==> src/rtl/l1own_pkg.sv <==
package l1own_pkg;
  typedef enum logic [1:0] {OP_LOAD = 2'd0, OP_STORE = 2'd1, OP_ACQ = 2'd2, OP_REL = 2'd3} core_op_e;
  typedef enum logic [1:0] {LLC_READ = 2'd0, LLC_OWN = 2'd1, LLC_WB = 2'd2} llc_op_e;
  localparam logic [1:0] WS_INV = 2'd0;
  localparam logic [1:0] WS_VAL = 2'd1;
  localparam logic [1:0] WS_OWN = 2'd2;
  typedef enum logic [2:0] {S_IDLE, S_CHECK, S_WAIT_WB, S_WAIT_RD, S_WAIT_OWN} ctrl_state_e;
endpackage

==> src/rtl/l1own_dram.sv <==
module l1own_dram #(
  parameter int DEPTH  = 8,
  parameter int DATA_W = 16,
  localparam int IDX_W = $clog2(DEPTH)
) (
  input  logic              clk,
  input  logic              we,
  input  logic [IDX_W-1:0]  waddr,
  input  logic [DATA_W-1:0] wdata,
  input  logic [IDX_W-1:0]  raddr_a,
  output logic [DATA_W-1:0] rdata_a,
  input  logic [IDX_W-1:0]  raddr_b,
  output logic [DATA_W-1:0] rdata_b
);
  logic [DATA_W-1:0] mem [DEPTH];

  always_ff @(posedge clk) begin
    if (we) mem[waddr] <= wdata;
  end

  assign rdata_a = mem[raddr_a];
  assign rdata_b = mem[raddr_b];
endmodule

==> src/rtl/l1own_tagstate.sv <==
module l1own_tagstate
  import l1own_pkg::*;
#(
  parameter int SETS  = 4,
  parameter int WORDS = 2,
  parameter int TAG_W = 5,
  localparam int SET_W = $clog2(SETS),
  localparam int WO_W  = $clog2(WORDS),
  localparam int ENTRIES = SETS * WORDS
) (
  input  logic             clk,
  input  logic             rst,
  input  logic [SET_W-1:0] set_i,
  input  logic             tag_wr,
  input  logic [TAG_W-1:0] tag_i,
  input  logic             st_wr,
  input  logic [WO_W-1:0]  st_word,
  input  logic [1:0]       st_val,
  input  logic             sync_clr,
  output logic [TAG_W-1:0] tag_o,
  output logic [1:0]       st_o [WORDS],
  input  logic [SET_W-1:0] fwd_set,
  input  logic [WO_W-1:0]  fwd_word,
  output logic [TAG_W-1:0] fwd_tag_o,
  output logic [1:0]       fwd_st_o
);
  logic [TAG_W-1:0] tag_q [SETS];
  logic [1:0]       st_q  [ENTRIES];

  always_ff @(posedge clk) begin
    if (rst) begin
      for (int s = 0; s < SETS; s++) tag_q[s] <= '0;
    end else if (tag_wr) begin
      tag_q[set_i] <= tag_i;
    end
  end

  for (genvar g = 0; g < ENTRIES; g++) begin : g_word
    localparam int SG = g / WORDS;
    always_ff @(posedge clk) begin
      if (rst) st_q[g] <= WS_INV;
      else if (tag_wr && set_i == SET_W'(SG)) st_q[g] <= WS_INV;
      else if (st_wr && {set_i, st_word} == (SET_W + WO_W)'(g)) st_q[g] <= st_val;
      else if (sync_clr && st_q[g] == WS_VAL) st_q[g] <= WS_INV;
    end

    AST_SYNC_KEEPS_OWNED: assert property (@(posedge clk) disable iff (rst)
      (sync_clr && st_q[g] == WS_OWN) |=> st_q[g] == WS_OWN);
    AST_SYNC_DROPS_VALID: assert property (@(posedge clk) disable iff (rst)
      (sync_clr && st_q[g] == WS_VAL) |=> st_q[g] == WS_INV);
  end

  for (genvar w = 0; w < WORDS; w++) begin : g_rd
    assign st_o[w] = st_q[{set_i, WO_W'(w)}];
  end

  assign tag_o     = tag_q[set_i];
  assign fwd_tag_o = tag_q[fwd_set];
  assign fwd_st_o  = st_q[{fwd_set, fwd_word}];
endmodule

==> src/rtl/l1own_cache.sv <==
module l1own_cache
  import l1own_pkg::*;
#(
  parameter int ADDR_W     = 8,
  parameter int DATA_W     = 16,
  parameter int WORDS_LOG2 = 1,
  parameter int SETS_LOG2  = 2,
  localparam int WORDS = 1 << WORDS_LOG2,
  localparam int SETS  = 1 << SETS_LOG2,
  localparam int TAG_W = ADDR_W - SETS_LOG2 - WORDS_LOG2,
  localparam int IDX_W = SETS_LOG2 + WORDS_LOG2
) (
  input  logic              clk,
  input  logic              rst,
  input  logic              core_valid,
  input  logic [1:0]        core_op,
  input  logic [ADDR_W-1:0] core_addr,
  input  logic [DATA_W-1:0] core_wdata,
  output logic              core_ready,
  output logic              core_done,
  output logic [DATA_W-1:0] core_rdata,
  output logic              llc_req_valid,
  output logic [1:0]        llc_req_op,
  output logic [ADDR_W-1:0] llc_req_addr,
  output logic [DATA_W-1:0] llc_req_data,
  input  logic              llc_resp_valid,
  input  logic [DATA_W-1:0] llc_resp_data,
  input  logic              fwd_valid,
  input  logic [ADDR_W-1:0] fwd_addr,
  output logic              fwd_rsp_valid,
  output logic              fwd_rsp_hit,
  output logic [DATA_W-1:0] fwd_rsp_data
);
  ctrl_state_e state_q;
  core_op_e    op_q;
  logic [ADDR_W-1:0] addr_q;
  logic [DATA_W-1:0] wdata_q;

  logic [WORDS_LOG2-1:0] r_word;
  logic [SETS_LOG2-1:0]  r_set;
  logic [TAG_W-1:0]      r_tag;
  assign r_word = addr_q[WORDS_LOG2-1:0];
  assign r_set  = addr_q[WORDS_LOG2 +: SETS_LOG2];
  assign r_tag  = addr_q[ADDR_W-1 -: TAG_W];

  logic [TAG_W-1:0] tag_rd, fwd_tag;
  logic [1:0]       st_rd [WORDS];
  logic [1:0]       fwd_st, cur_st;
  logic             tag_wr, st_wr, sync_clr, dram_we;
  logic [WORDS_LOG2-1:0] st_word, own_idx;
  logic [1:0]       st_val;
  logic [IDX_W-1:0] dram_waddr, dram_raddr;
  logic [DATA_W-1:0] dram_wdata, dram_rdata, fwd_rdata;
  logic tag_hit, any_own, is_load;

  assign cur_st  = st_rd[r_word];
  assign tag_hit = (tag_rd == r_tag);
  assign is_load = (op_q == OP_LOAD) || (op_q == OP_ACQ);

  always_comb begin
    any_own = 1'b0;
    own_idx = '0;
    for (int w = WORDS - 1; w >= 0; w--) begin
      if (st_rd[w] == WS_OWN) begin
        any_own = 1'b1;
        own_idx = WORDS_LOG2'(w);
      end
    end
  end

  assign sync_clr = (state_q == S_IDLE) && core_valid && core_op[1];
  assign tag_wr   = (state_q == S_CHECK) && !tag_hit && !any_own;

  always_comb begin
    st_wr      = 1'b0;
    st_word    = r_word;
    st_val     = WS_INV;
    dram_we    = 1'b0;
    dram_wdata = wdata_q;
    dram_raddr = {r_set, r_word};
    case (state_q)
      S_CHECK: begin
        if (!tag_hit && any_own) begin
          st_wr      = 1'b1;
          st_word    = own_idx;
          dram_raddr = {r_set, own_idx};
        end else if (tag_hit && !is_load && cur_st == WS_OWN) begin
          dram_we = 1'b1;
        end
      end
      S_WAIT_RD: if (llc_resp_valid) begin
        st_wr      = 1'b1;
        st_val     = WS_VAL;
        dram_we    = 1'b1;
        dram_wdata = llc_resp_data;
      end
      S_WAIT_OWN: if (llc_resp_valid) begin
        st_wr   = 1'b1;
        st_val  = WS_OWN;
        dram_we = 1'b1;
      end
      default: ;
    endcase
  end
  assign dram_waddr = {r_set, r_word};

  l1own_tagstate #(.SETS(SETS), .WORDS(WORDS), .TAG_W(TAG_W)) u_tagstate (
    .clk(clk), .rst(rst), .set_i(r_set), .tag_wr(tag_wr), .tag_i(r_tag),
    .st_wr(st_wr), .st_word(st_word), .st_val(st_val), .sync_clr(sync_clr),
    .tag_o(tag_rd), .st_o(st_rd),
    .fwd_set(fwd_addr[WORDS_LOG2 +: SETS_LOG2]), .fwd_word(fwd_addr[WORDS_LOG2-1:0]),
    .fwd_tag_o(fwd_tag), .fwd_st_o(fwd_st)
  );

  l1own_dram #(.DEPTH(SETS * WORDS), .DATA_W(DATA_W)) u_dram (
    .clk(clk), .we(dram_we), .waddr(dram_waddr), .wdata(dram_wdata),
    .raddr_a(dram_raddr), .rdata_a(dram_rdata),
    .raddr_b(fwd_addr[IDX_W-1:0]), .rdata_b(fwd_rdata)
  );

  always_ff @(posedge clk) begin
    if (rst) begin
      state_q       <= S_IDLE;
      op_q          <= OP_LOAD;
      addr_q        <= '0;
      wdata_q       <= '0;
      core_done     <= 1'b0;
      core_rdata    <= '0;
      llc_req_valid <= 1'b0;
      llc_req_op    <= LLC_READ;
      llc_req_addr  <= '0;
      llc_req_data  <= '0;
    end else begin
      core_done     <= 1'b0;
      llc_req_valid <= 1'b0;
      case (state_q)
        S_IDLE: if (core_valid) begin
          op_q    <= core_op_e'(core_op);
          addr_q  <= core_addr;
          wdata_q <= core_wdata;
          state_q <= S_CHECK;
        end
        S_CHECK: begin
          if (!tag_hit) begin
            if (any_own) begin
              llc_req_valid <= 1'b1;
              llc_req_op    <= LLC_WB;
              llc_req_addr  <= {tag_rd, r_set, own_idx};
              llc_req_data  <= dram_rdata;
              state_q       <= S_WAIT_WB;
            end
          end else if (is_load) begin
            if (cur_st != WS_INV) begin
              core_done  <= 1'b1;
              core_rdata <= dram_rdata;
              state_q    <= S_IDLE;
            end else begin
              llc_req_valid <= 1'b1;
              llc_req_op    <= LLC_READ;
              llc_req_addr  <= addr_q;
              state_q       <= S_WAIT_RD;
            end
          end else if (cur_st == WS_OWN) begin
            core_done  <= 1'b1;
            core_rdata <= '0;
            state_q    <= S_IDLE;
          end else begin
            llc_req_valid <= 1'b1;
            llc_req_op    <= LLC_OWN;
            llc_req_addr  <= addr_q;
            llc_req_data  <= wdata_q;
            state_q       <= S_WAIT_OWN;
          end
        end
        S_WAIT_WB: if (llc_resp_valid) state_q <= S_CHECK;
        S_WAIT_RD: if (llc_resp_valid) begin
          core_done  <= 1'b1;
          core_rdata <= llc_resp_data;
          state_q    <= S_IDLE;
        end
        S_WAIT_OWN: if (llc_resp_valid) begin
          core_done  <= 1'b1;
          core_rdata <= '0;
          state_q    <= S_IDLE;
        end
        default: state_q <= S_IDLE;
      endcase
    end
  end

  assign core_ready = (state_q == S_IDLE);

  always_ff @(posedge clk) begin
    if (rst) begin
      fwd_rsp_valid <= 1'b0;
      fwd_rsp_hit   <= 1'b0;
      fwd_rsp_data  <= '0;
    end else begin
      fwd_rsp_valid <= fwd_valid;
      fwd_rsp_hit   <= fwd_valid && fwd_st == WS_OWN && fwd_tag == fwd_addr[ADDR_W-1 -: TAG_W];
      fwd_rsp_data  <= fwd_rdata;
    end
  end

  AST_REQ_PULSE: assert property (@(posedge clk) disable iff (rst)
    llc_req_valid |=> !llc_req_valid);
  AST_READY_DROPS: assert property (@(posedge clk) disable iff (rst)
    (core_valid && core_ready) |=> !core_ready);
  AST_NO_REQ_IDLE: assert property (@(posedge clk) disable iff (rst)
    core_ready |-> !llc_req_valid);
  AST_DONE_READY: assert property (@(posedge clk) disable iff (rst)
    core_done |-> core_ready);
  AST_FWD_LATENCY: assert property (@(posedge clk) disable iff (rst)
    fwd_valid |=> fwd_rsp_valid);
endmodule

==> config.mk <==
export PLATFORM = sky130hd
export DESIGN_NAME = l1own_cache
export DESIGN_NICKNAME = d
export VERILOG_FILES = /design/src/rtl/l1own_pkg.sv /design/src/rtl/l1own_dram.sv /design/src/rtl/l1own_tagstate.sv /design/src/rtl/l1own_cache.sv
export SDC_FILE = /design/constraint.sdc
export NUM_CORES = 1
export LEC_CHECK = 0
export ABC_CLOCK_PERIOD_IN_PS = 13300
export BUFFER_PORTS_ARGS = -buffer_cell sky130_fd_sc_hd__buf_2
export CORE_MARGIN = 2
export CORE_UTILIZATION = 40
export CTS_BUF_LIST = sky130_fd_sc_hd__clkbuf_4
export CTS_CLUSTER_DIAMETER = 100
export CTS_CLUSTER_SIZE = 14
export DETAILED_ROUTE_END_ITERATION = 16
export PLACE_DENSITY = 0.62
export SYNTH_ARGS = -nofsm -noshare
export SYNTH_HDL_FRONTEND = slang
export SYNTH_HIERARCHICAL = 1
export SYNTH_SLANG_ARGS = --single-unit
==> constraint.sdc <==
create_clock -name clk -period 13.3 [get_ports clk]
set_input_delay 1.33 -clock clk [delete_from_list [all_inputs] [get_ports clk]]
set_output_delay 1.33 -clock clk [all_outputs]
set_load 0.02 [all_outputs]
* After elaboration in Yosys (flattened, before gate mapping)
Memories as Yosys holds them, arrays and structs flattened. A register that Yosys moved wholly into a read port is not among the register bits.
Index checks and enable logic that the tools add are counted.
W data, S select, Z words.
** Word-level totals
- Memories :: 3
- Output and inout bits :: 63
- Bits in writable memories :: 164
- Memory bits (read-only) :: 0
- Register bits :: 75
- Bits in latches :: 0
** Operators by class
- $mul :: 0
- Bitwise operators :: 26
- Divide/modulo/power cells :: 0
- Reduce and logical (&&, ||, !) cells :: 48
- Shifts and indexed selects :: 0
- Add/sub/neg operators :: 0
- Order comparisons :: 1
- Multiplexer cells :: 185
- Equal/unequal tests :: 42
** Memories
- u_dram.mem :: words 8, width 16, rd ports 2, clocked after memory_dff 1, write ports 1, RTL line l1own_dram.sv:15 : logic [DATA_W-1:0] mem [DEPTH];
- u_tagstate.tag_q :: words 4, width 5, rd ports 2, clocked after memory_dff 1, write ports 4, RTL line l1own_tagstate.sv:27 : logic [TAG_W-1:0] tag_q [SETS];
- u_tagstate.st_q :: words 8, width 2, rd ports 11, clocked after memory_dff 2, write ports 8, RTL line l1own_tagstate.sv:28 : logic [1:0] st_q [ENTRIES];
** Operators with widths (number)
- $mux W16 :: 12
- $mux W1 :: 113
- $mux W2 :: 37
- $pmux W16 S3 :: 1
- $mux W8 :: 5
- $mux W3 :: 11
- $logic_and A1 B1 Y1 :: 29
- $or A1 B1 Y1 :: 24
- $eq A2 B1 Y1 const B :: 9
- $eq A3 B3 Y1 const B :: 5
- $eq A2 B2 Y1 const B :: 7
- $ne A2 B2 Y1 const B :: 7
- $eq A3 B2 Y1 const B :: 4
- $pmux W3 S4 :: 1
- $reduce_and A4 Y1 :: 3
- $eq A5 B5 Y1 :: 2
- $ne A3 B3 Y1 const B :: 3
- $eq A3 B1 Y1 const B :: 2
- $logic_not A3 Y1 :: 2
- $ne A3 B2 Y1 const B :: 2
- $pmux W1 S2 :: 3
- $reduce_and A6 Y1 :: 1
- $mux W5 :: 1
- $reduce_or A5 Y1 :: 1
- 12 further kinds :: 17

* Longest topological paths before layout
- Depth after elaboration :: 14
- Gate-level depth with buffers :: 17
- Depth with buffers taken out :: 11

* Hierarchy
The synthesis kept the hierarchy.
** Modules (own cells, without submodules)
- l1own_dram :: area an instance 6044.5 um^2, cells each 255, seq. area each 3843.7 um^2, times used 1
- l1own_cache :: area an instance 4186.5 um^2, cells each 475, seq. area each 1801.7 um^2, times used 1
- l1own_tagstate :: area an instance 2117.0 um^2, cells each 150, seq. area each 1081.0 um^2, times used 1

* Worst setup path before layout
No wires, ideal clock.
- Path type :: register to register
- From :: reg addr_q[1]
- To :: reg llc_req_data[13]
- Library setup time :: 0.123 ns
- Clock period less this slack :: 4.647 ns
- Cell stages (with the launch flop) :: 16
- Required time :: 13.177 ns
- Data arrival time :: 4.524 ns
- Slack :: 8.653 ns
- Path through :: dfxtp_1 buf_4 mux4_2 xnor2_1 nand3_1 clkbuf_1 clkbuf_1 nor2_1 o41ai_1 buf_6 buf_6 mux4_1 mux2_2 o21ai_0 a21oi_1 mux2_1
** Between the ends
- Longest elaborated chain between the ends :: 3
** RTL lines
- start: declaration :: RTL line l1own_cache.sv:36 : logic [ADDR_W-1:0] addr_q;
- start signal: assignment :: RTL line l1own_cache.sv:139 : addr_q <= core_addr;
- $mem_v2 Z8 W16
- via dram_rdata[13] :: RTL line l1own_cache.sv:53 : logic [DATA_W-1:0] dram_wdata, dram_rdata, fwd_rdata;
- $mux W16 :: RTL line l1own_cache.sv:145 : if (any_own) begin
- $mux W16 :: RTL line l1own_cache.sv:144 : if (!tag_hit) begin
- end signal: assignment :: RTL line l1own_cache.sv:149 : llc_req_data <= dram_rdata;
- end signal: assignment :: RTL line l1own_cache.sv:171 : llc_req_data <= wdata_q;
- end: declaration :: RTL line l1own_cache.sv:25 : output logic [DATA_W-1:0] llc_req_data,
The timed path passes the listed nets, and every way through them passes these cells. The select of a mux whose other input is x is not followed.
A chain may end at the register's enable or synchronous reset.

* Worst setup path after layout
- From :: reg addr_q[2]
- To :: reg llc_req_data[9]
The elaborated chain is that of the path after synthesis.

==> PnR_summary.wiki <==
{| class="wikitable"
! Metric !! Value
|-
| Kind of start point of the critical path || flip-flop
|-
| Final hold violations || 0
|-
| Data required, critical path || 13890 ps
|-
| Worst setup path startpoint || addr_q[2]
|-
| Post-route DRC violation count || 0
|-
| Avg Inst Size Synth || 14.0 um2
|-
| GRT overflow || 0
|-
| Actual transition at the worst max-transition pin || 1180 ps
|-
| Number of global-route vias before repair || 8106
|-
| FMAX || 173 MHz
|-
| Maximum net fanout on the critical path || 59
|-
| Highest-count cells in the layout ignoring fill and taps || edfxtp_1, buf_2, dfxtp_1
|-
| Met1 Resource Use GR || 27.6%
|-
| TritonCTS Sinks || 254
|-
| Maximum VDD drop || 79.3 uV
|-
| Floorplan die height || 180 um
|-
| CTS buffer count || 22
|-
| Vias after detailed routing || 8115
|-
| Global placer's final weighted congestion || 0.816
|-
| Most common cell after layout, fill and taps aside || edfxtp_1
|-
| Largest net degree at the start of global routing || 68
|-
| Post-CTS Resized || 0
|-
| Switching share of power || 37.0%
|-
| Crit Path Category || reg2reg
|-
| Max-capacitance violation count || 0
|-
| Synth Warn # || 6
|-
| Clk pwr share || 18.4%
|-
| Worst min-delay path class || reg2reg
|-
| Distinct cell type count after synthesis || 60
|-
| Setup TNS Final || 0 ps
|-
| Final setup violation count || 0
|-
| Area delta synth->final || 9.79%
|-
| Setup Buffers After CTS || 0
|-
| Clock Pin Slew Worst Setup and Hold Paths || 160 ps
|-
| Fraction of the yosys area taken by sequential cells || 54.5%
|-
| Met3 track utilization from global routing || 3.28%
|-
| Most area-hungry cell type in the Yosys netlist || edfxtp_1
|-
| Initial DRT Pass Iterations || 5
|-
| Data arrival, critical path || 6360 ps
|-
| Number of buffers added on ports || 117
|-
| Wire length of the first global-routing pass || 50100 um
|-
| Routed wire length || 33600 um
|-
| Share of the core filled with cells || 44.4%
|-
| Die Footprint || 32300 um2
|-
| Share of flip-flops with an asynchronous set or reset || 0%
|-
| Floorplan row count || 64
|-
| Number of H-tree levels || 1
|-
| Unrepaired setup endpoints after global routing || no
|-
| Netlist area before placement || 12300 um2
|-
| Post-detailed-placement half-perimeter wirelength || 22000 um
|-
| Logic pwr share || 35.3%
|-
| Gr usage total || 20.3%
|-
| Power Density || 160 nW/um2
|-
| Outcome || completed
|-
| Antenna violations before repair || 2
|-
| Critical path capture point type || flip-flop
|-
| Clock tree from TritonCTS || built
|-
| Headroom to the max-slew limit || 20.6%
|-
| Final max-slew violation count || 0
|-
| Core Footprint || 30500 um2
|-
| Source-to-sink clock delay at the later pin of the worst-skew pair || 700 ps
|-
| Horizontal die dimension || 180 um
|-
| Clock Skews || 55.6 ps
|-
| Average via count per standard cell || 5.87
|-
| Number of routed nets with antenna violations || 0
|-
| Post-DR wirelength/cell || 24.3 um
|-
| Sequential group share of total power || 46.3%
|-
| Yosys reg bits || 254
|-
| Hold buffer count at CTS || 0
|-
| Min-Delay Startpoint || llc_req_addr[2]
|-
| Maximum buffer depth of the clock tree || 3
|-
| Clock root buffer master || clkbuf_4
|-
| Initial core utilization || 40.5%
|-
| Number of ports placed on the die boundary || 118
|-
| Syn Nets || 935
|-
| Most used routing layer in global routing || met2
|-
| Most frequently used flop master after synthesis || edfxtp_1
|-
| Gate Count Post-Synth || 880
|-
| Share of the synthesized area in the top cell type || 39.9%
|-
| Count of non-filler cells in the finished layout || 1382
|-
| M2 GR Usage || 33.6%
|-
| Reg-to-reg critical path startpoint || addr_q[2]
|-
| Leak || 4.99 nW
|-
| Net switching power || 0.799 mW
|-
| Internal Power || 1.36 mW
|-
| Post-layout nets || 1023
|-
| EDFF count, synth || 164
|-
| First-iteration detailed-routing DRC count || 675
|-
| Total instance count after detailed placement || 1340
|-
| Period utilization || 43.4%
|-
| Final critical-path required period || 5770 ps
|-
| Synth top area cells || edfxtp_1, dfxtp_1, mux4_1
|-
| Share of layout cells above drive strength 1 || 28.8%
|}
==> cell usage after synthesis, types with 16 or more instances <==
cell      count
dfxtp_1      90
nor2b_1      36
a21oi_1      72
edfxtp_1    164
mux2_2       63
nor3_1       21
clkbuf_1     40
nor2_1       24
mux4_1       65
o21ai_0      29
nand3_1      26
a22oi_1      16
nand2_1      66
mux4_2       17
==> kinds of logic (layout without fill, tap and decap cells) <==
kind of cell,count (synthesis),after routing,share of synthesized area (%)
compound gates,164,164,8.91
simple gates,219,219,9.38
mux,150,150,23.1
buf+inv,83,187,3.40
flops,254,254,54.5
other cells,0,2,0
xor+xnor,10,10,0.709
==> power groups by stage <==
stage	clock network (mW)	registers [mW]	logic [mW]
after floorplan	0	1.04	0.503
after global placement	0	1.02	0.752
after detailed placement	0	1.02	0.758
after CTS	0.414	1.00	0.761
after global routing	0.440	1.01	0.816
final	0.398	1.00	0.763
==> state kept, by name, indices dropped and copies added (netlist names) <==
signal,count
op_q,1
llc_req_data,16
fwd_rsp_hit,1
wdata_q,16
u_dram/mem,128
llc_req_addr,8
core_done,1
llc_req_valid,1
u_tagstate/st_q,16
llc_req_op,2
u_tagstate/tag_q,20
core_rdata,16
state_q,3
fwd_rsp_valid,1
fwd_rsp_data,16
addr_q,8
==> per-stage QoR <==
step	cell area [um2]	worst slack (ps)	hold WS (ps)	power [mW]
2_1_floorplan	12300	8650	446	1.54
3_3_place_gp	13200	7680	465	1.77
3_5_place_dp	13200	7510	461	1.78
4_1_cts	13600	7480	481	2.18
5_1_grt	13600	7220	505	2.27
6_report	13600	7530	481	2.16
==> metal layers <==
layer,share of wire [%],vias to the layer above
met3,5.5,46
met5,0,-
li1,-,3643
met1,44,4130
met2,48,296
met4,2.9,0
==> final cells by class <==
type | count | area (um2)
clock buffer | 38 | 285
antenna | 2 | 5.00
tap | 396 | 495
timing repair buffer | 136 | 731
fill | 2786 | 17000
multi-input combinational | 543 | 5230
clock inverter | 2 | 38.8
inverter | 11 | 41.3
sequential | 254 | 6730
==> worst max-delay path: stages, from the launching register on <==
cell and delay, ps:
dfxtp_2 340, buf_4 580, mux4_2 450, xnor2_1 190
nand3_1 710, o21ai_0 1250, nand2_1 170, o41ai_2 100
buf_4 440, mux4_1 600, mux2_2 300, o21ai_0 90
a21oi_1 110, mux2_2 280
==> final timing paths <==
kind / to / cells past startpoint / slack [ps]
hold reg to reg: llc_req_addr[2] / 2 / 480
setup reg to reg: llc_req_data[9] / 13 / 7530
hold / removal: llc_req_addr[2] / 2 / 480
setup / recovery: llc_req_data[9] / 13 / 7530
No activity file was read; power rests on OpenSTA's default activity.
